**config.mk**
```make
export PLATFORM = sky130hd
export DESIGN_NAME = cfg_status_hi
export DESIGN_NICKNAME = d
export VERILOG_FILES = /design/src/rtl/cfg_status_hi.sv
export SDC_FILE = /design/constraint.sdc
export NUM_CORES = 1
export LEC_CHECK = 0
export BUFFER_PORTS_ARGS = -buffer_cell sky130_fd_sc_hd__buf_2
export CAP_MARGIN = 20
export CORE_AREA = 2 2 39 41
export CTS_CLUSTER_DIAMETER = 120
export DETAILED_ROUTE_END_ITERATION = 10
export DIE_AREA = 0 0 41 43
export GPL_TIMING_DRIVEN = 1
export PLACE_DENSITY = 0.64
export SYNTH_ARGS = -nofsm -noshare
export SYNTH_HDL_FRONTEND = slang
export SYNTH_SLANG_ARGS = --single-unit
```
**constraint.sdc**
```tcl
create_clock -name clk -period 0.8 [get_ports clk]
set_input_delay 0.08 -clock clk [delete_from_list [all_inputs] [get_ports clk]]
set_output_delay 0.08 -clock clk [all_outputs]
set_load 0.01 [all_outputs]
```
**src/rtl/cfg_status_hi.sv**
```systemverilog
module cfg_status_hi #(
  parameter int NFLAG = 4,
  parameter logic [15:0] FIXED = 16'h0290
) (
  input  logic        clk,
  input  logic        rst_n,
  input  logic        par_err_evt,
  input  logic        serr_evt,
  input  logic        mabort_evt,
  input  logic        tabort_evt,
  input  logic        wr_en,
  input  logic [1:0]  wr_be,
  input  logic [15:0] wr_data,
  output logic [15:0] rd_data
);
  localparam int LO = 16 - NFLAG;

  logic [NFLAG-1:0] flags;
  logic [NFLAG-1:0] set_v;
  logic [NFLAG-1:0] clr_v;

  assign set_v = {par_err_evt, serr_evt, mabort_evt, tabort_evt};
  assign clr_v = (wr_en && wr_be[1]) ? wr_data[15:LO] : '0;

  always_ff @(posedge clk) begin
    if (!rst_n) flags <= '0;
    else        flags <= (flags & ~clr_v) | set_v;
  end

  assign rd_data = {flags, FIXED[LO-1:0]};

  logic unused_bits;
  assign unused_bits = &{1'b0, wr_be[0], wr_data[LO-1:0], FIXED[15:LO]};
endmodule


```
==> reports/metrics.cfg <==
[status]
status=completed

[die]
rows=14
ioPinCount=41
fp.dieH_um=43
die_x_um=41
core_area_um2=1380
dieArea_um2=1760
initial_core_util=0.178

[critical_path]
r2r_start=flags[0]$_SDFF_PN0_
cp_top_family=flip-flops
crit_type=register to output pin
critPathLaunchType=register
cp_max_fo=2
worstPathArrival_ns=0.67
crit_required_ns=0.72
ff2ff_path_depth=2
path_cells=buf_2
path_buf_inv=1
worstSetupEndpointType=output pin
critPathSlowestCell=dfxtp_2
r2r_slack_ns=0.16
slowest_delay_ns=0.31
reg2reg_to=flags[0]$_SDFF_PN0_

[timing]
fin_tns_setup_ns=0
timing.final.crit_share=0.936
fin_crit_ns=0.749
fin_skew_ns=0
max_freq_mhz=1340
rsz0062_at_grt=false
hold_viol_final=0
setup_violations=0
drv_slew=0

[min_path]
worst_hold_path.endpoint=flags[3]$_SDFF_PN0_
whs_path_depth=2
worstHoldStart=wr_data[15]
hold_class=input pin to register

[placed_design]
io_buffers=15
gp_congestion=0.567

[clock_tree]
root_buffer=clkbuf_4
clk_path_buf_depth=2
cts_tree=yes
path_clk_slew_ns=0.04
cts_max_level=1
cts.sinks=4
post-cts-setup-buffer-count=0
cts_buffers=3
holdBufCountCts=0
clock_latency_ns=0.23

[drt]
drt_iter0_markers=3
drc=0
firstDrtPassIters=3
ant_nets=0
wire_per_inst_um=7.73
vias_per_cell=3.49
num_vias=220
drt-total-wl_um=487

[cells_and_area]
final_nets=74
largest_reg_flops=4
largestRegisters=flags (4)
post-route-util=0.228
layout-drive-gt1-share=0.468
largest-register=flags
syn_to_final_growth_pct=27.9
n_antenna_cell=0

[synthesis]
yosys_warnings=0
yosysUniqueCellTypes=7
netlist_area_um2=246
postSynthAreaPerCell_um2=7.95
syn_inst=31
ys_ff_latch=4
ys_seq_area_frac=0.325

[power]
power.leakage_uw=0.000185
irDropWorstVdd_uv=405
power_density_nw_per_um2=1830

[global_routing]
grt_max_degree=5
grt_usage=0.0641
grt_pass1_vias=157
grt_antenna_before_repair=0
grt.overflow.total=0
grt_first_pass_wirelength_um=621

[flow_run]
drv_cap=0

## per-stage QoR
step | setup slack, ns | hold slack, ns | instance area [µm²] | power, µW | instances
floorplan | 0.169 | 0.180 | 284 | 323 | 41
global placement | 0.194 | 0.266 | 289 | 325 | 60
detailed placement | 0.171 | 0.269 | 289 | 328 | 60
CTS | 0.0333 | 0.0165 | 312 | 592 | 63
global route | 0.00938 | 0.00953 | 315 | 638 | 63
finish | 0.0513 | 0.0195 | 315 | 578 | 63
## cells in the final DEF (no fill, tap or decap)
cell | synthesis | final
conb_1 | 2 | 12
clkbuf_4 | 0 | 3
dfxtp_1 | 4 | 1
o21ai_0 | 4 | 4
a31oi_1 | 4 | 4
dfxtp_2 | 0 | 3
inv_1 | 4 | 4
buf_2 | 0 | 15
and2_4 | 1 | 1
## area by class of cell
class,count,area [µm²]
fill,172,1070
multi-input combinational,21,98.8
sequential,4,83.8
timing repair buffer,15,75.1
clock buffer,3,22.5
tap,16,20.0
inverter,4,15.0
## cells in the mapped netlist
| cell type | number | area (µm²) |
|---|---|---|
| buf_4 | 12 | 90.1 |
| inv_1 | 4 | 15.0 |
| and2_4 | 1 | 8.76 |
| o21ai_0 | 4 | 20.0 |
| a31oi_1 | 4 | 25.0 |
| conb_1 | 2 | 7.51 |
| dfxtp_1 | 4 | 80.1 |
## kinds of logic after synthesis
logic type	synth area share
other	0.0305
buffers and inverters	0.426
and+or+nand+nor	0.0355
DFF	0.325
AOI/OAI and AO/OA	0.183
## worst register-to-register path: stages, from the launching register on
cell	delay, ns
dfxtp_2	0.30
o21ai_0	0.16
a31oi_1	0.06
## metal layers
metal  vias up  GRT usage  wire length (µm)
met1        93     0.0415               165
met2        20     0.0938               240
met5         -          0                 0
li1        107          -                 -
met4         0     0.0400                 0
met3         0     0.0785                81
## worst max-delay path by stage
stage / slack (ns) / cells after the start / start / to
final: 0.05 / 1 / flags[3]$_SDFF_PN0_ / rd_data[15]
after global placement: 0.19 / 2 / flags[0]$_SDFF_PN0_ / flags[0]$_SDFF_PN0_
after floorplan: 0.17 / 2 / flags[0]$_SDFF_PN0_ / flags[0]$_SDFF_PN0_
after detailed placement: 0.17 / 2 / flags[0]$_SDFF_PN0_ / flags[0]$_SDFF_PN0_
after CTS: 0.03 / 1 / flags[2]$_SDFF_PN0_ / rd_data[14]
after global routing: 0.009 / 1 / flags[1]$_SDFF_PN0_ / rd_data[13]
## where the power goes
part / internal [µW] / switching [µW]
registers: 218 / 5.61
logic: 41.4 / 60.5
clock network: 168 / 84.7
total: 428 / 151
## timing repair
action                                  in CTS  in global routing
resized for setup                            0                  3
endpoints found under the hold margin        0                  0
endpoints found under the setup margin       0                  3
Note: power is estimated with default switching activity, not from simulation.
